--- src/rtl/dma_hs_pkg.sv ---
package dma_hs_pkg;

    typedef struct packed {
        logic pulse;     // paced transfer pulse, registered
        logic wr_en;     // FIFO write strobe
        logic rd_en;     // FIFO pop strobe
        logic req;       // internal active-high request
        logic end_out;   // internal active-high last-byte marker
        logic ended;     // end event seen since enable
        logic done;      // completion pulse
        logic end_seen;  // previous end-input level
    } hs_state_t;

endpackage

--- src/rtl/dma_hs_sync.sv ---
module dma_hs_sync #(
    parameter int WIDTH  = 11,
    parameter int STAGES = 2
) (
    input  logic             clk,
    input  logic             rst_n,
    input  logic [WIDTH-1:0] rst_val,
    input  logic [WIDTH-1:0] async_i,
    output logic [WIDTH-1:0] sync_o
);
    logic [STAGES-1:0][WIDTH-1:0] stage_q;

    for (genvar s = 0; s < STAGES; s++) begin : g_stage
        if (s == 0) begin : g_first
            always_ff @(posedge clk) begin
                if (!rst_n) stage_q[0] <= rst_val;
                else        stage_q[0] <= async_i;
            end
        end else begin : g_next
            always_ff @(posedge clk) begin
                if (!rst_n) stage_q[s] <= rst_val;
                else        stage_q[s] <= stage_q[s-1];
            end
        end
    end

    assign sync_o = stage_q[STAGES-1];
endmodule

--- src/rtl/dma_hs_pol.sv ---
module dma_hs_pol #(
    parameter int WIDTH = 2
) (
    input  logic [WIDTH-1:0] sig_i,
    input  logic [WIDTH-1:0] invert_i,
    output logic [WIDTH-1:0] sig_o
);
    for (genvar b = 0; b < WIDTH; b++) begin : g_bit
        assign sig_o[b] = sig_i[b] ^ invert_i[b];
    end
endmodule

--- src/rtl/dma_hs_ctrl.sv ---
module dma_hs_ctrl
    import dma_hs_pkg::*;
#(
    parameter int DATA_W = 8
) (
    input  logic              clk,
    input  logic              rst_n,
    input  logic              cfg_dma_en,
    input  logic              cfg_dir_in,
    input  logic              cfg_rw_strobe,
    input  logic              ack_act,
    input  logic              stb_act,
    input  logic              end_in_act,
    input  logic [DATA_W-1:0] bus_data,
    input  logic              fifo_space,
    input  logic              fifo_avail,
    input  logic              fifo_last,
    output logic              req_act,
    output logic              end_act,
    output logic              end_drive,
    output logic              bus_drive,
    output logic              wr_en,
    output logic [DATA_W-1:0] wr_data,
    output logic              rd_en,
    output logic              done
);
    hs_state_t         st_d, st_q;
    logic [DATA_W-1:0] data_d, data_q;
    logic              pulse_now, xfer, end_rise, last_out;

    always_comb begin
        st_d      = st_q;
        pulse_now = cfg_dma_en & (cfg_rw_strobe ? (ack_act & stb_act) : ack_act);
        xfer      = st_q.pulse & ~pulse_now;
        data_d    = pulse_now ? bus_data : data_q;

        st_d.pulse    = pulse_now;
        st_d.wr_en    = xfer & cfg_dir_in;
        st_d.rd_en    = xfer & ~cfg_dir_in;
        st_d.end_seen = cfg_dma_en & cfg_dir_in & end_in_act;
        end_rise      = st_d.end_seen & ~st_q.end_seen;
        last_out      = xfer & ~cfg_dir_in & fifo_last;
        st_d.done     = end_rise | last_out;
        st_d.ended    = cfg_dma_en & (st_q.ended | end_rise | last_out);
        st_d.req      = cfg_dma_en & ~st_d.ended & (cfg_dir_in ? fifo_space : fifo_avail);
        st_d.end_out  = cfg_dma_en & ~cfg_dir_in & pulse_now & fifo_last;
    end

    always_ff @(posedge clk) begin
        if (!rst_n) begin
            st_q   <= '0;
            data_q <= '0;
        end else begin
            st_q   <= st_d;
            data_q <= data_d;
        end
    end

    assign req_act   = st_q.req;
    assign end_act   = st_q.end_out;
    assign end_drive = cfg_dma_en & ~cfg_dir_in;
    assign bus_drive = cfg_dma_en & ~cfg_dir_in & st_q.pulse;
    assign wr_en     = st_q.wr_en;
    assign wr_data   = data_q;
    assign rd_en     = st_q.rd_en;
    assign done      = st_q.done;

    // a byte only completes after a pulse was registered
    a_r3_xfer_needs_pulse: assert property (@(posedge clk) disable iff (!rst_n)
        (st_q.wr_en || st_q.rd_en) |-> $past(st_q.pulse));

    // one strobe per byte, never back to back
    a_r4_single_write: assert property (@(posedge clk) disable iff (!rst_n)
        st_q.wr_en |=> !st_q.wr_en);

    // a read and a write never complete together
    a_r6_dir_exclusive: assert property (@(posedge clk) disable iff (!rst_n)
        !(st_q.wr_en && st_q.rd_en));

    // completion pulse lasts one cycle and request is then inactive
    a_r8_done_single: assert property (@(posedge clk) disable iff (!rst_n)
        st_q.done |=> !st_q.done);
    a_r9_req_off_at_done: assert property (@(posedge clk) disable iff (!rst_n)
        st_q.done |-> !st_q.req);

    // disabled port keeps request low one edge later
    a_r10_idle_no_req: assert property (@(posedge clk) disable iff (!rst_n)
        !cfg_dma_en |=> !st_q.req);
endmodule

--- src/rtl/dma_hs_port.sv ---
module dma_hs_port #(
    parameter int DATA_W      = 8,
    parameter int SYNC_STAGES = 2
) (
    input  logic              clk,
    input  logic              rst_n,
    input  logic              cfg_dma_en,
    input  logic              cfg_dir_in,
    input  logic              cfg_rw_strobe,
    input  logic              cfg_req_low,
    input  logic              cfg_ack_low,
    input  logic              cfg_end_low,
    output logic              req_pin_o,
    input  logic              ack_pin_i,
    input  logic              stb_pin_n_i,
    input  logic              end_pin_i,
    output logic              end_pin_o,
    output logic              end_pin_oe,
    input  logic [DATA_W-1:0] bus_i,
    output logic [DATA_W-1:0] bus_o,
    output logic              bus_oe,
    input  logic              fifo_space,
    input  logic              fifo_avail,
    input  logic              fifo_last,
    input  logic [DATA_W-1:0] fifo_rd_data,
    output logic              fifo_wr_en,
    output logic [DATA_W-1:0] fifo_wr_data,
    output logic              fifo_rd_en,
    output logic              xfer_done
);
    localparam int SYNC_W = DATA_W + 3;

    logic [SYNC_W-1:0] sync_in, sync_out, sync_rst;
    logic [2:0]        ctl_act;
    logic [1:0]        out_act, out_pin;
    logic              req_act, end_act;

    assign sync_in  = {ack_pin_i, stb_pin_n_i, end_pin_i, bus_i};
    assign sync_rst = {cfg_ack_low, 1'b1, cfg_end_low, {DATA_W{1'b0}}};

    dma_hs_sync #(.WIDTH(SYNC_W), .STAGES(SYNC_STAGES)) sync_i (
        .clk(clk), .rst_n(rst_n), .rst_val(sync_rst),
        .async_i(sync_in), .sync_o(sync_out)
    );

    dma_hs_pol #(.WIDTH(3)) in_pol_i (
        .sig_i(sync_out[SYNC_W-1 -: 3]),
        .invert_i({cfg_ack_low, 1'b1, cfg_end_low}),
        .sig_o(ctl_act)
    );

    dma_hs_ctrl #(.DATA_W(DATA_W)) ctrl_i (
        .clk(clk), .rst_n(rst_n),
        .cfg_dma_en(cfg_dma_en), .cfg_dir_in(cfg_dir_in), .cfg_rw_strobe(cfg_rw_strobe),
        .ack_act(ctl_act[2]), .stb_act(ctl_act[1]), .end_in_act(ctl_act[0]),
        .bus_data(sync_out[DATA_W-1:0]),
        .fifo_space(fifo_space), .fifo_avail(fifo_avail), .fifo_last(fifo_last),
        .req_act(req_act), .end_act(end_act), .end_drive(end_pin_oe), .bus_drive(bus_oe),
        .wr_en(fifo_wr_en), .wr_data(fifo_wr_data), .rd_en(fifo_rd_en), .done(xfer_done)
    );

    assign out_act = {req_act, end_act};

    dma_hs_pol #(.WIDTH(2)) out_pol_i (
        .sig_i(out_act), .invert_i({cfg_req_low, cfg_end_low}), .sig_o(out_pin)
    );

    assign req_pin_o = out_pin[1];
    assign end_pin_o = out_pin[0];
    assign bus_o     = fifo_rd_data;

    // end output only driven in OUT direction while enabled
    a_r7_end_dir: assert property (@(posedge clk) disable iff (!rst_n)
        end_pin_oe |-> (cfg_dma_en && !cfg_dir_in));
endmodule

--- config.mk ---
export PLATFORM = sky130hd
export DESIGN_NAME = dma_hs_port
export DESIGN_NICKNAME = d
export VERILOG_FILES = /design/src/rtl/dma_hs_pkg.sv /design/src/rtl/dma_hs_sync.sv /design/src/rtl/dma_hs_pol.sv /design/src/rtl/dma_hs_ctrl.sv /design/src/rtl/dma_hs_port.sv
export SDC_FILE = /design/constraint.sdc
export NUM_CORES = 1
export LEC_CHECK = 0
export BUFFER_PORTS_ARGS = -buffer_cell sky130_fd_sc_hd__buf_4
export CAP_MARGIN = 20
export CORE_MARGIN = 1
export CORE_UTILIZATION = 45
export DETAILED_ROUTE_END_ITERATION = 6
export GPL_TIMING_DRIVEN = 0
export PLACE_DENSITY = 0.74
export SLEW_MARGIN = 10
export SYNTH_ARGS = -nofsm -noshare
export SYNTH_HDL_FRONTEND = slang
export SYNTH_SLANG_ARGS = --single-unit
--- constraint.sdc ---
create_clock -name clk -period 1.9 [get_ports clk]
set_input_delay 0.19 -clock clk [delete_from_list [all_inputs] [get_ports clk]]
set_output_delay 0.19 -clock clk [all_outputs]
set_load 0.1 [all_outputs]
Word-level counts from Yosys, hierarchy flattened --
Cells that the tools add are included.
Operators by class: add/subtract/negate cells 0, multiply operators 0, divide/modulo/power cells 0, $lt $le $gt $ge 0, equality and inequality tests 0, shifts and indexed selects 0, mux-type cells 4, bitwise gates (word level) 28, reductions and logical operators 0
Operator list (count):
- $mux W11 | 2
- $and A1 B1 Y1 | 16
- $not A1 Y1 | 5
- $xor A1 B1 Y1 | 4
- $or A1 B1 Y1 | 3
- $mux W1 | 2
Storage, ports and cells: flip-flop bits (word level) 38, latch bits 0, memory bits (writable) 0, bits in read-only memories 0, bits of input ports 30, memories 0

Logic depth before layout (Yosys ltp) --
depth in word-level cells 13, gate-level depth with buffers 5

Hierarchy --
From an unflattened synthesis, not the netlist that was laid out.
Second synthesis, totals: cells, all modules 141, area total of the unflattened synthesis 1592.8 um2
Modules (own cells, without submodules):
- dma_hs_sync | instances 1, cells each 57, area each 793.3 um2, seq. area each 440.4 um2
- dma_hs_ctrl | instances 1, cells each 69, area each 688.2 um2, seq. area each 320.3 um2
- dma_hs_port | instances 1, cells each 10, area each 67.6 um2, seq. area each 0.0 um2
- dma_hs_pol (in_pol_i) | instances 1, cells each 3, area each 26.3 um2, seq. area each 0.0 um2
- dma_hs_pol (out_pol_i) | instances 1, cells each 2, area each 17.5 um2, seq. area each 0.0 um2

Least setup slack after synthesis --
Ideal clock, no wire load.
kind in2out, start point input port cfg_dir_in, end point output port bus_oe, data arrival time 2.486 ns, path slack -0.776 ns, stages 2, path buffers 0, cell sequence nor2b_1 -> and2_1
Between the ends: longest elaborated chain between the ends 3
RTL lines:
- start, declared | line dma_hs_port.sv:8 | input logic cfg_dir_in,
- $not A1 Y1 | line dma_hs_ctrl.sv:62 | assign bus_drive = cfg_dma_en & ~cfg_dir_in & st_q.pulse;
- $and A1 B1 Y1 (2 in a row) | line dma_hs_ctrl.sv:62
- end, declared | line dma_hs_port.sv:21 | output logic bus_oe,
No other way between the ends.

Final worst setup path --
start point register sync_i.stage_q (netlist bit sync_i.sync_o[10]), end point register ctrl_i.st_q (netlist bit ctrl_i.wr_en)
Between the ends: longest elaborated chain between the ends 7
RTL lines:
- start, declared | line dma_hs_sync.sv:11 | logic [STAGES-1:0][WIDTH-1:0] stage_q;
- start signal, assigned by index | line dma_hs_sync.sv:21 | if (!rst_n) stage_q[s] <= rst_val;
- start signal, assigned by index | line dma_hs_sync.sv:22 | else stage_q[s] <= stage_q[s-1];
- $xor A1 B1 Y1 (*) | line dma_hs_pol.sv:9 | assign sig_o[b] = sig_i[b] ^ invert_i[b];
- $and A1 B1 Y1 | line dma_hs_ctrl.sv:33 | pulse_now = cfg_dma_en & (cfg_rw_strobe ? (ack_act & stb_act) : ack_act);
- $mux W1 (*) | line dma_hs_ctrl.sv:33
- $and A1 B1 Y1 (*) | line dma_hs_ctrl.sv:33
- $not A1 Y1 (*) | line dma_hs_ctrl.sv:34 | xfer = st_q.pulse & ~pulse_now;
- $and A1 B1 Y1 (*) | line dma_hs_ctrl.sv:34
- $and A1 B1 Y1 (*) | line dma_hs_ctrl.sv:38 | st_d.wr_en = xfer & cfg_dir_in;
- end signal, assigned | line dma_hs_ctrl.sv:54 | st_q <= st_d;
- end, declared | line dma_hs_ctrl.sv:27 | hs_state_t st_d, st_q;
Mark *: on every way between the ends. The rest lies on a longest branch, timed or not. A chain may end at the register's enable or synchronous reset.

==> run metrics <==
outcome=complete, no violations; all-layer global routing usage=0.159; initial DRC count=12; post-DP HPWL=1690 µm; internal power=1.10 mW; Residual DRC=0; Worst Path Class, Setup=register to register; total power=1.55 mW; Final Core Density=0.633; PD cells=889 nW/µm²; first-pass GRT wire length=3700 µm; Hold Startpoint=stb_pin_n_i; skew final=0.0110 ns; post-CTS setup buffers=0; antenna violations before repair=0; Pre-antenna DRT Iters=4; Max IR drop VDD=587 µV; Critical Path AT=1.58 ns; num rows=19; H-tree depth=2; worst reg2reg startpoint=sync_i.sync_o[10]$_DFF_P_; Vias=996; worst hold margin=0.0273 ns; distinct cell type count after synthesis=28; FILL cells=244; Max-Cap Viols=0; clk sinks=38; Yosys reg bits=38; worst hold path class=input pin to register; Worst Setup End Kind=register; final hold violation count=0; hold path depth=2; CTS root buf=clkbuf_4; # port buffers=43; WP data required=2.15 ns; Bufs on Longest Clock Path=2; Via density=4.74; Syn Inst Count=128; area grow syn2layout=33.7%; antenna-violating nets left=0; worst slew pin tran=0.616 ns; I/O Pins=53; total core area=2760 µm²; Slew Limit Fails=0; register area share after synthesis=0.583; Initial Util=0.473; clock power share=0.271; Lkg Pwr=0.789 nW; setup TNS=0 ns; setup violators final=0; Die Height=55.9 µm; Sw Pwr=451 µW; mapped cell area=1310 µm²; dpl cells=202; Syn Area/Cell=10.2 µm²; RR Endpoint=ctrl_i.wr_en$_SDFF_PN0_; RSZ-0062 raised after global routing=no; Worst-path clk slew=0.10 ns; global placer's final weighted congestion=0.760; Die W=55.9 µm; vias in the first global route=905; CTS Hold Bufs=0; number of synthesized flops with an enable pin=0; worst skew pair latency=0.34 ns; layout cells sized above 1=0.374; Congestion Overflow GR=0; diode count=0; PostCTS Resize Cnt=0; Hold Path End=sync_i.stage_q[9]$_SDFF_PN1_; headroom to the max-slew limit=0.586; Finished Layout Cells=210; CTS tree=yes; Worst Path Max Fanout=10; synth warn=0; fin crit share=0.699; Reg2Reg Setup Slack=0.57 ns; Final Critical Period=1.33 ns; ys async rst share=0; DR WL/cell=10.6 µm; total CTS buffers=5; Sw Share=0.291; cells on worst reg2reg path=3; Fmax achieved=0.753 GHz; pin count of the biggest net entering global routing=12; Layout Nets=208; Logic pwr share=0.187; Flop pwr share=0.542; critical path launch point type=register; DIE AREA=3120 µm²; Mapped Nets=158; Post-synth top flop=dfxtp_1; routed wire length=2230 µm
[layout make-up]
| cell class | count | area [µm²] | area share |
|---|---|---|---|
| flip-flops and latches | 38 | 761 | 0.436 |
| plain buffers | 13 | 78.8 | 0.0452 |
| clock buffers | 7 | 55.1 | 0.0315 |
| multi-input cells | 76 | 480 | 0.275 |
| inverters | 1 | 3.75 | 0.00215 |
| repair buffers | 43 | 323 | 0.185 |
| well taps | 31 | 38.8 | 0.0222 |
| clock inverters | 1 | 5.00 | 0.00287 |
[critical path, cell delays in order (launching register included)]
cell,delay (ns)
dfxtp_1,0.35
xnor2_1,0.51
nor2_1,0.14
nor3b_1,0.25
[cells in the final DEF (no fill, tap or decap), types with 2 or more instances in the layout]
master / Yosys / routed
o21ai_0: 8 / 8
clkbuf_1: 5 / 6
dfxtp_1: 38 / 38
nand3_1: 9 / 9
and2_1: 17 / 16
nor3_1: 2 / 2
buf_4: 8 / 51
a21oi_1: 8 / 8
clkbuf_4: 0 / 5
nand2b_1: 2 / 2
nand2_1: 11 / 11
xor2_2: 1 / 3
[metrics by stage]
| step | area [µm²] | setup slack, ns |
|---|---|---|
| floorplan | 1320 | 0.0487 |
| global placement | 1690 | 0.609 |
| detailed placement | 1690 | 0.576 |
| CTS | 1750 | 0.547 |
| global route | 1750 | 0.394 |
| finish | 1750 | 0.571 |
[routing by layer]
layer | part of all wire | track usage | routed length [µm] | vias to the layer above
li1 | - | - | - | 514
met1 | 0.41 | 0.162 | 917 | 428
met2 | 0.46 | 0.263 | 1020 | 46
met3 | 0.099 | 0.0698 | 220 | 8
met4 | 0.029 | 0.105 | 65 | 0
met5 | 0 | 0 | 0 | -
[synth_stat cells, types with 2 or more instances]
library cell	count	area, µm²
a21oi_1	8	40.0
and2_1	17	106
buf_4	8	60.1
clkbuf_1	5	18.8
dfxtp_1	38	761
nand2_1	11	41.3
nand2b_1	2	12.5
nand3_1	9	45.0
nor3_1	2	10.0
o21ai_0	8	40.0
xor2_1	3	26.3
[registers in the layout (all words and copies together) (netlist names)]
name,cells
ctrl_i.wr_data,8
sync_i.sync_o,11
ctrl_i.rd_en,1
ctrl_i.done,1
sync_i.stage_q,11
ctrl_i.st_q,3
ctrl_i.req_act,1
ctrl_i.end_act,1
ctrl_i.wr_en,1
[cells by family (layout without fill, tap and decap cells)]
logic type	count (synthesis)	after routing	share of synthesized area
mux	1	1	0.00863
xor+xnor	5	5	0.0393
flops	38	38	0.583
buf+inv	14	65	0.0633
simple gates	49	49	0.208
compound gates	21	21	0.0978
[power by group through the flow]
stage	combinational (mW)	clock, mW	sequential (mW)
6_report	0.290	0.420	0.840
2_1_floorplan	0.182	0	0.887
3_3_place_gp	0.287	0	0.858
4_1_cts	0.292	0.435	0.841
3_5_place_dp	0.292	0	0.859
5_1_grt	0.307	0.468	0.844
[worst max-delay path by stage]
stage	start	endpoint	slack, ns	cells past startpoint
floorplan	cfg_dma_en	bus_oe	0.05	2
global placement	sync_i.sync_o[10]$_DFF_P_	ctrl_i.st_q[2]$_SDFF_PN0_	0.61	3
detailed placement	sync_i.sync_o[10]$_DFF_P_	ctrl_i.st_q[2]$_SDFF_PN0_	0.58	3
CTS	ctrl_i.req_act$_SDFF_PN0_	req_pin_o	0.55	2
global route	sync_i.sync_o[10]$_DFF_P_	ctrl_i.wr_en$_SDFF_PN0_	0.39	3
finish	sync_i.sync_o[10]$_DFF_P_	ctrl_i.wr_en$_SDFF_PN0_	0.57	3
No activity file was read; power rests on OpenSTA's default activity.
